<file path="src/rtl/evcnt_pkg.sv">
package evcnt_pkg;

   // Per-channel command decoded from the register write port
   typedef struct packed {
      logic load;
      logic clr;
   } chan_cmd_t;

   // Width of an index able to address n items (at least one bit)
   function automatic int idx_width(input int n);
      int w;
      w = 1;
      while ((1 << w) < n) w++;
      return w;
   endfunction

endpackage

</file>
<file path="src/rtl/evcnt_edge_sync.sv">
module evcnt_edge_sync #(
   parameter int STAGES = 2
) (
   input  logic clk,
   input  logic rst_n,
   input  logic async_in,
   output logic pulse_o
);

   if (STAGES < 2) begin : g_bad_stages
      $error("evcnt_edge_sync: STAGES must be at least 2");
   end

   logic [STAGES-1:0] chain_q;
   logic              prev_q;

   // Synchroniser chain: bit 0 samples the pin, the top bit is safe to use
   always_ff @(posedge clk or negedge rst_n) begin
      if (!rst_n) begin
         chain_q <= '0;
      end else begin
         chain_q <= {chain_q[STAGES-2:0], async_in};
      end
   end

   // Delayed copy of the synchronised level for rising-edge detection
   always_ff @(posedge clk or negedge rst_n) begin
      if (!rst_n) begin
         prev_q <= 1'b0;
      end else begin
         prev_q <= chain_q[STAGES-1];
      end
   end

   assign pulse_o = chain_q[STAGES-1] & ~prev_q;

   // a single rising edge yields a one-cycle pulse only
   a_r2_single_pulse : assert property (@(posedge clk) disable iff (!rst_n)
      pulse_o |=> !pulse_o);

endmodule

</file>
<file path="src/rtl/evcnt_channel.sv">
module evcnt_channel
   import evcnt_pkg::*;
#(
   parameter int CNT_W = 16
) (
   input  logic             clk,
   input  logic             rst_n,
   input  chan_cmd_t        cmd,
   input  logic [CNT_W-1:0] load_val,
   input  logic             event_pulse,
   output logic [CNT_W-1:0] count_o,
   output logic             irq_o
);

   if (CNT_W < 2) begin : g_bad_width
      $error("evcnt_channel: CNT_W must be at least 2");
   end

   localparam logic [CNT_W-1:0] ONE  = CNT_W'(1);
   localparam logic [CNT_W-1:0] ZERO = '0;

   logic [CNT_W-1:0] count_q, count_d;
   logic             irq_q, irq_d;
   logic             running;
   logic             terminal;

   assign running  = (count_q != ZERO);
   assign terminal = event_pulse && (count_q == ONE);

   always_comb begin
      count_d = count_q;
      irq_d   = irq_q;
      if (cmd.load) begin
         // Load wins over any same-cycle edge and over clear
         count_d = load_val;
         irq_d   = (load_val == ZERO);
      end else begin
         if (cmd.clr) irq_d = 1'b0;
         if (event_pulse && running) count_d = count_q - ONE;
         // Setting comes after clearing so a terminal count is never lost
         if (terminal) irq_d = 1'b1;
      end
   end

   always_ff @(posedge clk or negedge rst_n) begin
      if (!rst_n) begin
         count_q <= ZERO;
         irq_q   <= 1'b0;
      end else begin
         count_q <= count_d;
         irq_q   <= irq_d;
      end
   end

   assign count_o = count_q;
   assign irq_o   = irq_q;

   // an accepted edge lowers the count by exactly one
   a_r3_step_one : assert property (@(posedge clk) disable iff (!rst_n)
      (!cmd.load && event_pulse && count_o != ZERO) |=> (count_o == $past(count_o) - ONE));

   // without an edge or a load the count does not move
   a_r3_idle_stable : assert property (@(posedge clk) disable iff (!rst_n)
      (!cmd.load && !event_pulse) |=> $stable(count_o));

   // reaching zero raises the request, even under a clear
   a_r4_irq_at_zero : assert property (@(posedge clk) disable iff (!rst_n)
      (!cmd.load && event_pulse && count_o == ONE) |=> (irq_o && count_o == ZERO));

   // a stopped channel stays at zero until reloaded
   a_r5_hold_zero : assert property (@(posedge clk) disable iff (!rst_n)
      (!cmd.load && count_o == ZERO) |=> (count_o == ZERO));

   // the request is sticky without a clear or load
   a_r6_irq_sticky : assert property (@(posedge clk) disable iff (!rst_n)
      (irq_o && !cmd.clr && !cmd.load) |=> irq_o);

   // a load stores the value regardless of a same-cycle edge
   a_r7_load_value : assert property (@(posedge clk) disable iff (!rst_n)
      cmd.load |=> (count_o == $past(load_val)));

   // loading zero raises the request at once
   a_r8_load_zero : assert property (@(posedge clk) disable iff (!rst_n)
      (cmd.load && load_val == ZERO) |=> irq_o);

endmodule

</file>
<file path="src/rtl/dual_event_counter.sv">
module dual_event_counter
   import evcnt_pkg::*;
#(
   parameter int CNT_W       = 16,
   parameter int NUM_CH      = 2,
   parameter int SYNC_STAGES = 2,
   localparam int SEL_W      = idx_width(NUM_CH)
) (
   input  logic              clk,
   input  logic              rst_n,
   input  logic              wr_en,
   input  logic [SEL_W-1:0]  wr_sel,
   input  logic              wr_load,
   input  logic              wr_clr,
   input  logic [CNT_W-1:0]  wr_data,
   input  logic [SEL_W-1:0]  rd_sel,
   output logic [CNT_W-1:0]  rd_count,
   input  logic [NUM_CH-1:0] ev_in,
   output logic [NUM_CH-1:0] irq
);

   if (NUM_CH < 1) begin : g_bad_channels
      $error("dual_event_counter: NUM_CH must be at least 1");
   end

   logic [CNT_W-1:0]  count_arr [NUM_CH];
   logic [NUM_CH-1:0] edge_pulse;
   chan_cmd_t         cmd_arr   [NUM_CH];

   for (genvar ch = 0; ch < NUM_CH; ch++) begin : g_ch
      logic hit;
      assign hit             = wr_en && (wr_sel == SEL_W'(ch));
      assign cmd_arr[ch].load = hit && wr_load;
      assign cmd_arr[ch].clr  = hit && wr_clr;

      evcnt_edge_sync #(
         .STAGES (SYNC_STAGES)
      ) u_sync (
         .clk      (clk),
         .rst_n    (rst_n),
         .async_in (ev_in[ch]),
         .pulse_o  (edge_pulse[ch])
      );

      evcnt_channel #(
         .CNT_W (CNT_W)
      ) u_chan (
         .clk         (clk),
         .rst_n       (rst_n),
         .cmd         (cmd_arr[ch]),
         .load_val    (wr_data),
         .event_pulse (edge_pulse[ch]),
         .count_o     (count_arr[ch]),
         .irq_o       (irq[ch])
      );
   end

   // Read-back multiplexer; an unused index reads zero
   always_comb begin
      rd_count = '0;
      for (int ch = 0; ch < NUM_CH; ch++) begin
         if (rd_sel == SEL_W'(ch)) rd_count = count_arr[ch];
      end
   end

   // out of reset no channel requests service
   a_r1_reset_quiet : assert property (@(posedge clk) disable iff (!rst_n)
      $rose(rst_n) |-> (irq == '0));

   // a request cannot appear without a write or an edge
   a_r6_no_spurious : assert property (@(posedge clk) disable iff (!rst_n)
      (!wr_en && edge_pulse == '0) |=> ((irq & ~$past(irq)) == '0));

endmodule

</file>
<file path="config.mk">
export PLATFORM = sky130hd
export DESIGN_NAME = dual_event_counter
export DESIGN_NICKNAME = d
export VERILOG_FILES = /design/src/rtl/evcnt_pkg.sv /design/src/rtl/evcnt_edge_sync.sv /design/src/rtl/evcnt_channel.sv /design/src/rtl/dual_event_counter.sv
export SDC_FILE = /design/constraint.sdc
export NUM_CORES = 1
export LEC_CHECK = 0
export CAP_MARGIN = 20
export CORE_ASPECT_RATIO = 0.6
export CORE_MARGIN = 4
export CORE_UTILIZATION = 40
export DETAILED_ROUTE_END_ITERATION = 10
export GPL_TIMING_DRIVEN = 0
export PLACE_DENSITY_LB_ADDON = 0.05
export SLEW_MARGIN = 20
export SYNTH_ARGS = -nofsm -noshare
export SYNTH_HDL_FRONTEND = slang
export SYNTH_SLANG_ARGS = --single-unit
</file>
<file path="constraint.sdc">
create_clock -name clk -period 2.4 [get_ports clk]
set_clock_uncertainty 0.05 [all_clocks]
set_input_delay 0.6 -clock clk [delete_from_list [all_inputs] [get_ports clk]]
set_output_delay 0.6 -clock clk [all_outputs]
set_load 0.03 [all_outputs]
</file>
=== Word-level counts from Yosys, hierarchy flattened ===
Index checks and enable logic that the tools add are counted.

* Input bits: 25
* Output and inout bits: 18
* Flip-flop bits (word level): 40
* Logic and storage cells: 45

* Equal/unequal tests: 2
* Bitwise logic cells: 5
* Add/sub/neg operators: 2
* Reduce and logical (&&, ||, !) cells: 17
* Muxes and demuxes: 11

{| class="wikitable"
|+ Operators by type and width
! cell !! count
|-
| $mux W16 || 5
|-
| $eq A16 B1 Y1 const B || 2
|-
| $reduce_bool A16 Y1 || 2
|-
| $sub A16 B1 Y16 const B || 2
|-
| $logic_not A16 Y1 || 1
|-
| $logic_and A1 B1 Y1 || 10
|-
| $mux W1 || 6
|-
| $reduce_bool A3 Y1 || 2
|-
| $reduce_bool A2 Y1 || 2
|-
| $not A1 Y1 || 3
|-
| $and A1 B1 Y1 || 2
|}

=== Longest topological paths before layout ===
Gate-level depths: netlist of run 1.

* Depth in word-level cells: 6
* Mapped depth: 7
* Mapped depth without buffers: 7

=== Hierarchy ===
A second synthesis of run 1 with hierarchy kept.

* Cell total of the unflattened synthesis: 281
* Area total of the unflattened synthesis: 2691.3 um^2

{| class="wikitable"
|+ Modules (own cells, without submodules)
! module !! seq. area each (um^2) !! times used !! cells an instance !! area an instance (um^2)
|-
| evcnt_channel at g_ch[0].u_chan || 425.4 || 1 || 126 || 1117.3
|-
| evcnt_channel at g_ch[1].u_chan || 425.4 || 1 || 125 || 1117.3
|-
| dual_event_counter || 0.0 || 1 || 22 || 279.0
|-
| evcnt_edge_sync || 75.1 || 2 || 4 || 88.8
|}

=== Worst setup path before layout of run 1 ===
OpenSTA, ideal clock, no wires.

* Kind: input to output
* Start point: in rd_sel
* End point: out rd_count[0]
* Stages: 3
* Buffers on the path: 2
* Required time: 1.750 ns
* Data arrival time: 1.746 ns
* Slack: 0.004 ns
* Cells stage by stage: clkbuf_1 -> clkbuf_1 -> o21ai_0

* Longest elaborated chain between the ends: 1

{| class="wikitable"
|+ RTL lines
! what !! line !! source
|-
| start: declaration || dual_event_counter.sv:16 || <nowiki>input logic [SEL_W-1:0] rd_sel,</nowiki>
|-
| $mux W16 || dual_event_counter.sv:62 || <nowiki>if (rd_sel == SEL_W'(ch)) rd_count = count_arr[ch];</nowiki>
|-
| end: declaration || dual_event_counter.sv:17 || <nowiki>output logic [CNT_W-1:0] rd_count,</nowiki>
|}

Every way passes these cells.

=== Worst setup path in the final report of run 1 ===
* Start point: in rd_sel
* End point: out rd_count[11]

The elaborated chain is that of the path after synthesis.

==> results.cfg, run 1 <==
[logic_synthesis]
synth.top_cells.by_area = dfrtp_1 (40%), mux2_2 (6.8%), nand2_1 (5.6%)
post-synth-top-count-cell = dfrtp_1
synth.yosys.warnings = 0
avgSynthCellArea_um2 = 8.893
register_area_share_after_synthesis_pct = 40.34
yosys.cell_types.count = 41
fraction_of_post_synthesis_cell_area_in_the_top_cell_type_by_area_pct = 40.34
asyncSetResetFlopFracSynth_pct = 100.0
net_count_after_synthesis = 308
synth.top_cells.by_count = dfrtp_1 (40), nand2_1 (37), o21ai_0 (23)
post-synth-top-area-cell = dfrtp_1
synth-seq-cells = 40
mappedNetlistArea_mm2 = 0.002481
post_synth_inst_count = 279
dominantRegCellSynth = dfrtp_1
synth_edf_count = 0

[drt]
ant_nets = 0
met1_length_um = 3668
routedWlPerCell_um = 17.71
route.met2.wl_um = 2722
route.vias.total = 2300
wl_met3_um = 790
route.detailed.vias_per_inst = 5.637
detail_route.drc_violations = 0
drt_iter0_markers = 151
uppermost_metal_layer_occupied_by_signal_nets = met4
totalWireLength_um = 7226
drtPass1Iterations = 4

[floorplanning]
chip_height_um = 69.01
fp-row-count = 21
initial_utilization_pct = 42.92
die_width_um = 109.7
die_area_mm2 = 0.007568
design.core.area_mm2 = 0.005781
pin_count = 43

[timing]
worst_pin_slew_ns = 0.7674
setup-tns-final_ns = 0
max_freq_mhz = 422.0
relSlewSlack_pct = 48.37
finalWorstPathRequiredPeriod_ns = 2.370
timing_hold_violations_final = 0
finalSetupViolCount = 0
layout_worst_path_cycle_share_pct = 98.73
setup_repair_after_global_routing_missed_its_margin = no
slew_viols_final = 0
worst_hold_slack_ns = 0.1522

[finish]
syn_to_final_growth_pct = 25.42
finish.utilization_pct = 53.83
final_nets = 357
post_route_cells_drive_above_1_share_pct = 10.98
insertedDiodeCount = 0
instances_no_fill = 408

[place]
place_inst = 401
routabilityCongestion = 0.8742
place.port_buffers = 41
place_hpwl_um = 5739

[critical_path]
critical_path.reg2reg.startpoint = g_ch[0].u_chan.count_o[0]
reg2reg_to = g_ch[0].u_chan.count_o[7]
worstSetupEndpointType = output port
worst_ep_arrival_ns = 1.72
cp-endpoint = rd_count[11]
criticalPathCategory = input pin to output port
critPathMaxFanout = 10
worst-r2r-setup-slack_ns = 0.13
worst_ep_required_time_ns = 1.75
critical_path.startpoint_type = input pin
crit_start = rd_sel
r2r.worst_path.cells = 7

[status]
status = complete, no violations

[cts]
clk_pin_slew_worst_paths_ns = 0.08
clock_insertion_delay_worst_skew_ns = 0.30
number_of_sinks_handled_by_clock_tree_synthesis = 40
maximum_clock_path_buffer_count = 2
clock_tree.htree_level_count = 2
cts-root-buf = clkbuf_8
tritoncts = built
post_cts_buffers = 0
tritoncts.num_buffers = 5

[power_and_ir_drop]
power.density_mw_per_mm2 = 780.6
power.static_leakage_nw = 1.183
report.power.total_mw = 2.429
worst_vdd_rail_ir_drop_mv = 0.2408

[global_route]
grt_pass1_vias = 2211
grt_pass1_wl_um = 11820
grt_antenna_before_repair = 0
global_route.usage.total_pct = 20.23
overflow = 0
grt_max_degree = 28

[run]
timing.max_cap.violations = 0

[worst_hold_path]
hold_class = input pin to async pin
final cells by class:
type / count / area, um2
Tap cell: 80 / 100.1
Clock buffer: 7 / 96.34
Sequential cell: 40 / 1001
Inverter: 4 / 15.01
Fill cell: 587 / 2669
Timing Repair Buffer: 42 / 409.1
Buffer: 12 / 66.31
Multi-Input combinational cell: 223 / 1424
kinds of logic after synthesis:
group | after synthesis | share of synthesized area [%]
simple gates | 129 | 27.23
fa+ha+maj | 4 | 2.017
mux | 19 | 8.422
compound gates | 54 | 13.26
xor+xnor | 17 | 6.001
flops | 40 | 40.34
buf+inv | 16 | 2.723
timing repair:
action                                  in CTS  in global routing
resized for setup                           20                  3
hold buffers                                 0                  0
pin swaps                                    0                  1
endpoints found under the setup margin      16                  3
worst min-delay path by stage:
| stage | from | end | cells past startpoint |
|---|---|---|---|
| after global routing | rst_n | g_ch[0].u_chan.count_o[10] | 1 |
| after detailed placement | g_ch[0].u_sync.chain_q[0] | g_ch[0].u_sync.chain_q[1] | 0 |
| final | rst_n | g_ch[0].u_sync.chain_q[1] | 1 |
| after CTS | rst_n | g_ch[0].u_chan.count_o[10] | 1 |
| after floorplan | rst_n | g_ch[0].u_chan.count_o[0] | 0 |
| after global placement | g_ch[1].u_sync.chain_q[0] | g_ch[1].u_sync.chain_q[1] | 0 |
where the power goes:
part           total, mW  leakage (nW)  switching [mW]  internal, mW
clock              0.503        0.0503           0.246         0.257
sequential          1.05         0.477           0.232         0.821
combinational      0.873         0.656           0.499         0.374
total               2.43          1.18           0.977          1.45
through the flow:
stage	instance area (um2)	worst slack, ns
detailed placement	3007	-0.7728
finish	3112	0.03047
CTS	3098	0.001451
floorplan	2481	0.003927
global placement	2992	-0.7878
global route	3112	0.004038
flip-flops by register name, indices dropped and copies added, names as in the netlist:
| signal | flops |
|---|---|
| g_ch.u_chan.count_o | 32 |
| g_ch.u_chan.irq_o | 2 |
| g_ch.u_sync.chain_q | 4 |
| g_ch.u_sync.prev_q | 2 |
cell usage in the layout (no fill, tap or decap), types with 2 or more instances in the layout:
cell type | netlist | layout
dfrtp_1 | 40 | 40
nand2_1 | 37 | 37
clkdlybuf4s50_1 | 0 | 24
o21ai_0 | 23 | 23
nor2_1 | 22 | 21
mux2_2 | 15 | 15
dlygate4sd2_1 | 0 | 15
a21oi_1 | 13 | 13
nand3_1 | 13 | 13
nor3_1 | 11 | 11
nor4_1 | 10 | 10
xor2_1 | 9 | 9
clkbuf_8 | 0 | 8
clkbuf_1 | 10 | 8
xnor2_1 | 8 | 8
nand4_1 | 6 | 6
a31oi_1 | 6 | 6
or3_1 | 5 | 5
inv_1 | 4 | 4
mux2i_1 | 4 | 4
ha_1 | 4 | 4
or4_1 | 3 | 3
nand4b_1 | 3 | 3
nor2b_1 | 3 | 3
a211oi_1 | 3 | 3
or3_4 | 2 | 2
o21ai_1 | 2 | 2
nand3b_1 | 2 | 2
and2_1 | 2 | 2
and3_1 | 2 | 2
a311oi_1 | 2 | 2
buf_4 | 2 | 2
routing by layer:
metal	vias up	GRT usage, %
met1	1085	32.32
met4	0	5.256
met3	4	6.250
li1	1118	-
met2	93	25.56
met5	-	0
critical path: stages:
cell	delay, ns
clkbuf_4	0.20
clkbuf_8	0.20
mux2_2	0.35
dlygate4sd2_1	0.36
No activity file was read; power rests on OpenSTA's default activity.
==> run 2, diff against run 1 <==
--- a/config.mk
+++ b/config.mk
@@ -16,3 +16,4 @@
 export SYNTH_ARGS = -nofsm -noshare
 export SYNTH_HDL_FRONTEND = slang
 export SYNTH_SLANG_ARGS = --single-unit
+export TNS_END_PERCENT = 1
==> run 2 against run 1 <==
Effect of this change: first-iteration DRC count shrank 1.3%; cell area is the same; global-route usage is the same; total power is essentially flat; register-to-register slack is essentially flat; worst hold slack is essentially flat; routed wire length is essentially flat; critical path depth is the same; clock-buffer cell count is the same; cell count is the same; clock power is essentially flat; combinational power is essentially flat; critical path type unchanged; critical endpoint unchanged.
==> results.cfg, run 2 (synthesis gave the netlist of run 1 again) <==
[finish]
final_cell_mix = dfrtp_1 (40), nand2_1 (37), clkdlybuf4s50_1 (24)
instances_no_fill = 408
fin_area_mm2 = 0.003112
regArea_mm2 = 0.001001
final_common_cell = dfrtp_1
syn_to_final_growth_pct = 25.42
insertedDiodeCount = 0
largest_reg_flops = 32
post_route_cells_drive_above_1_share_pct = 10.98
num-fill-cells = 587
final_nets = 357
multi_input_area_mm2 = 0.001424

[floorplanning]
pin_count = 43
design.core.area_mm2 = 0.005781
fp-row-count = 21
chip_height_um = 69.01
die_width_um = 109.7
die_area_mm2 = 0.007568
initial_utilization_pct = 42.92

[power_and_ir_drop]
power.density_mw_per_mm2 = 781.1
power.static_leakage_nw = 1.183
report.power.total_mw = 2.430
worst_vdd_rail_ir_drop_mv = 0.2409

[drt]
wl_met3_um = 766
routedWlPerCell_um = 17.71
route.detailed.vias_per_inst = 5.620
met1_length_um = 3708
totalWireLength_um = 7227
ant_nets = 0
detail_route.drc_violations = 0
route.met2.wl_um = 2706
route.vias.total = 2293
drtPass1Iterations = 4
drt_iter0_markers = 149
uppermost_metal_layer_occupied_by_signal_nets = met4

[place]
place_hpwl_um = 5739
place.port_buffers = 41
placedInstanceArea_mm2 = 0.003007
pre_cts_slack_ns = -0.7728
place_inst = 401
routabilityCongestion = 0.8742

[cts]
clock_insertion_delay_worst_skew_ns = 0.30
tritoncts.num_buffers = 5
number_of_sinks_handled_by_clock_tree_synthesis = 40
maximum_clock_path_buffer_count = 2
cts-root-buf = clkbuf_8
tritoncts = built
clock_tree.htree_level_count = 2
clk_pin_slew_worst_paths_ns = 0.08

[critical_path]
worst_ep_required_time_ns = 1.75
worstSetupEndpointType = output port
r2r.worst_path.cells = 7
worst_ep_arrival_ns = 1.72
critical_path.reg2reg.startpoint = g_ch[0].u_chan.count_o[0]
critical_path.startpoint_type = input pin
reg2reg_to = g_ch[0].u_chan.count_o[7]
criticalPathCategory = input pin to output port
worst-r2r-setup-slack_ns = 0.13
critPathMaxFanout = 10

[timing]
max_freq_mhz = 422.0
finalSetupViolCount = 0
setup_repair_after_global_routing_missed_its_margin = yes
worst_pin_slew_ns = 0.7674
post-route-worst-setup-slack_ns = 0.03047
worst_hold_slack_ns = 0.1521
slew_viols_final = 0
layout_worst_path_cycle_share_pct = 98.73
timing_hold_violations_final = 0
finalWorstPathRequiredPeriod_ns = 2.370
relSlewSlack_pct = 48.37

[global_route]
grt_pass1_wl_um = 11820
overflow = 0
grt_pass1_vias = 2211
global_route.usage.total_pct = 20.23
grt_antenna_before_repair = 0
grt_max_degree = 28

[run]
timing.max_cap.violations = 0

[status]
status = complete, no violations

[worst_hold_path]
hold_class = input pin to async pin
-- run 2: cell counts in the layout (fill, tap and decap cells not counted) --
Identical to the previous run, type by type.
-- run 2: final cells by class --
type	count	share of cell area [%]
Tap cell	80	3.217
Timing Repair Buffer	42	13.15
Inverter	4	0.4825
Clock buffer	7	3.096
Multi-Input combinational cell	223	45.76
Buffer	12	2.131
Sequential cell	40	32.17
-- run 2: where the power goes --
group	internal [mW]	switching [mW]	leakage, nW	total [mW]
combinational	0.374	0.499	0.656	0.874
clock	0.257	0.246	0.0503	0.503
sequential	0.821	0.233	0.477	1.05
total	1.45	0.979	1.18	2.43
-- run 2: worst max path at each step --
stage,start,slack (ns),depth (start not counted),endpoint
floorplan,rd_sel,0.004,3,rd_count[0]
global placement,rd_sel,-0.79,4,rd_count[11]
detailed placement,rd_sel,-0.77,4,rd_count[11]
CTS,rd_sel,0.001,3,rd_count[3]
global route,g_ch[0].u_chan.count_o[0],-0.003,7,g_ch[0].u_chan.count_o[0]
finish,rd_sel,0.03,4,rd_count[11]
-- run 2: worst max-delay path: stages --
cell	delay [ns]
clkbuf_4	0.20
clkbuf_8	0.20
mux2_2	0.35
dlygate4sd2_1	0.36
-- run 2: what timing repair did --
item | CTS | global route
hold buffers | 0 | 0
setup buffers | 0 | 0
endpoints found under the hold margin | 0 | 0
resized for setup | 20 | 3
endpoints found under the setup margin | 16 | 3
-- run 2: through the flow --
stage	util, %	TNS [ns]
final	53.83	0
after floorplan	-	0
after global routing	53.83	-0.002669
after CTS	53.59	0
after detailed placement	52.01	-9.432
after global placement	51.75	-27.78
-- run 2: layer usage --
metal,vias up,global-route usage (%)
met5,-,0
met4,0,5.256
met3,4,6.250
met2,90,25.56
met1,1082,32.32
li1,1117,-
==> run 3, diff against run 2 <==
--- a/config.mk
+++ b/config.mk
@@ -8,7 +8,7 @@
 export CAP_MARGIN = 20
 export CORE_ASPECT_RATIO = 0.6
 export CORE_MARGIN = 4
-export CORE_UTILIZATION = 40
+export CORE_UTILIZATION = 45
 export DETAILED_ROUTE_END_ITERATION = 10
 export GPL_TIMING_DRIVEN = 0
 export PLACE_DENSITY_LB_ADDON = 0.05
==> constraint.sdc (replaced) <==
create_clock -name clk -period 2.4 [get_ports clk]
set_clock_uncertainty 0.05 [all_clocks]
set_input_delay 0.6 -clock clk [delete_from_list [all_inputs] [get_ports clk]]
set_output_delay 0.6 -clock clk [all_outputs]
set_load 0.01 [all_outputs]
==> run 3 against run 2 <==
Effect of this change: cell count fell by 3.4%; cell area rose by 0.48%; first-iteration DRC count rose by 1.3%; fmax rose by 3.5%; largest power group unchanged; die area fell by 10%; worst hold slack got worse by 0.0030 ns; sequential cell count did not move; setup slack improved by 0.080 ns; non-clock buffer count did not move; via count rose by 1.6%; global-route usage rose by 1.9 points.
==> results.cfg, run 3 (synthesis gave the netlist of run 1 again) <==
[global_route]
grt_pass1_vias = 2191
global_route.usage.total_pct = 22.12
grt_max_degree = 28
grt_pass1_wl_um = 11720
grt_antenna_before_repair = 0
overflow = 0

[place]
place_hpwl_um = 5530
pre_cts_slack_ns = -0.6303
routabilityCongestion = 0.8361
place.port_buffers = 41

[floorplanning]
initial_utilization_pct = 47.67
chip_height_um = 65.52
design.core.area_mm2 = 0.005205
die_area_mm2 = 0.006804
die_width_um = 103.9
fp-row-count = 20
pin_count = 43

[drt]
detail_route.drc_violations = 0
drt_iter0_markers = 151
totalWireLength_um = 7054
route.detailed.vias_per_inst = 5.911
drtPass1Iterations = 5
ant_nets = 0
route.vias.total = 2329
routedWlPerCell_um = 17.90

[cts]
ctsHoldBuffers = 0
maximum_clock_path_buffer_count = 2
tritoncts = built
clock_insertion_delay_worst_skew_ns = 0.29
clk_pin_slew_worst_paths_ns = 0.08
number_of_sinks_handled_by_clock_tree_synthesis = 40
cts-root-buf = clkbuf_8
clock_tree.htree_level_count = 2
tritoncts.num_buffers = 5

[power_and_ir_drop]
power.density_mw_per_mm2 = 750.6
report.power.total_mw = 2.347
power.static_leakage_nw = 1.191
worst_vdd_rail_ir_drop_mv = 0.3075

[critical_path]
critical_path.reg2reg.startpoint = g_ch[0].u_chan.count_o[0]
criticalPathCategory = register to register
critical_path.startpoint_type = register
crit_start = g_ch[0].u_chan.count_o[0]
r2r.worst_path.cells = 7
reg2reg_to = g_ch[0].u_chan.count_o[7]
worst_ep_required_time_ns = 2.51
critPathMaxFanout = 6
worst-r2r-setup-slack_ns = 0.11
worst_ep_arrival_ns = 2.40
cp-endpoint = g_ch[0].u_chan.count_o[7]
worstSetupEndpointType = register

[timing]
setup_repair_after_global_routing_missed_its_margin = yes
finalWorstPathRequiredPeriod_ns = 2.290
max_freq_mhz = 436.7
worst_pin_slew_ns = 0.6078
relSlewSlack_pct = 59.17
post-route-worst-setup-slack_ns = 0.1102
setup-tns-final_ns = 0
timing_hold_violations_final = 0
slew_viols_final = 0
layout_worst_path_cycle_share_pct = 95.41
finalSetupViolCount = 0

[finish]
final_nets = 357
finish.utilization_pct = 60.07
final_common_cell = dfrtp_1
syn_to_final_growth_pct = 26.02
num-fill-cells = 484
final_cell_mix = dfrtp_1 (40), nand2_1 (37), clkdlybuf4s50_1 (34)
insertedDiodeCount = 0
largest_reg_flops = 32
post_route_cells_drive_above_1_share_pct = 10.98

[status]
status = complete, no violations

[worst_hold_path]
hold_class = input pin to async pin

[run]
timing.max_cap.violations = 0
-- run 3: how the worst min path moves through the flow --
stage,startpoint,to,slack [ns],depth (start not counted)
2_1_floorplan,rst_n,g_ch[0].u_chan.count_o[0],0.25,0
3_3_place_gp,g_ch[1].u_sync.chain_q[0],g_ch[1].u_sync.chain_q[1],0.28,0
3_5_place_dp,g_ch[0].u_sync.chain_q[0],g_ch[0].u_sync.chain_q[1],0.29,0
4_1_cts,rst_n,g_ch[1].u_chan.count_o[14],0.17,1
5_1_grt,rst_n,g_ch[0].u_chan.count_o[14],0.18,1
6_report,rst_n,g_ch[1].u_chan.count_o[14],0.15,1
-- run 3: report_power, final --
part / total [mW] / switching, mW / leakage (nW) / internal, mW
Sequential: 1.05 / 0.233 / 0.477 / 0.821
Combinational: 0.796 / 0.378 / 0.664 / 0.418
Clock: 0.496 / 0.240 / 0.0503 / 0.256
Total: 2.35 / 0.851 / 1.19 / 1.50
-- run 3: area by class of cell --
type / count / area (um2) / area share, %
inverter: 4 / 15.01 / 0.4802
clock buffer: 7 / 96.34 / 3.081
timing repair buffer: 42 / 429.2 / 13.73
buffer: 12 / 83.83 / 2.681
sequential: 40 / 1001 / 32.01
tap: 66 / 82.58 / 2.641
multi-input combinational: 223 / 1419 / 45.38
-- run 3: worst max-delay path: stages (launching register included) --
cell and delay (ns):
dfrtp_1 0.40, inv_1 0.12, ha_1 0.21, or3b_2 0.51
nand4b_1 0.36, nand4b_1 0.23, xor2_1 0.17, o21ai_0 0.10
-- run 3: timing repair --
action                     4_1_cts  5_1_grt
setup endpoints to repair       16       12
resized for setup               10        4
buffers inserted                 0        0
-- run 3: stage by stage --
stage          cells  hold slack, ns  instance area, um2
6_report         394          0.1490                3127
3_3_place_gp     386          0.2820                2974
2_1_floorplan    279          0.2544                2481
5_1_grt          394          0.1794                3127
3_5_place_dp     387          0.2855                2989
4_1_cts          394          0.1659                3113
-- run 3: layer usage --
metal / share of wire (%) / global-route usage, % / vias up / routed length (um)
li1: - / - / 1113 / -
met1: 53 / 34.22 / 1113 / 3707
met2: 39 / 30.34 / 94 / 2725
met3: 7.5 / 5.594 / 9 / 528
met4: 1.3 / 5.307 / 0 / 92
met5: 0 / 0 / - / 0
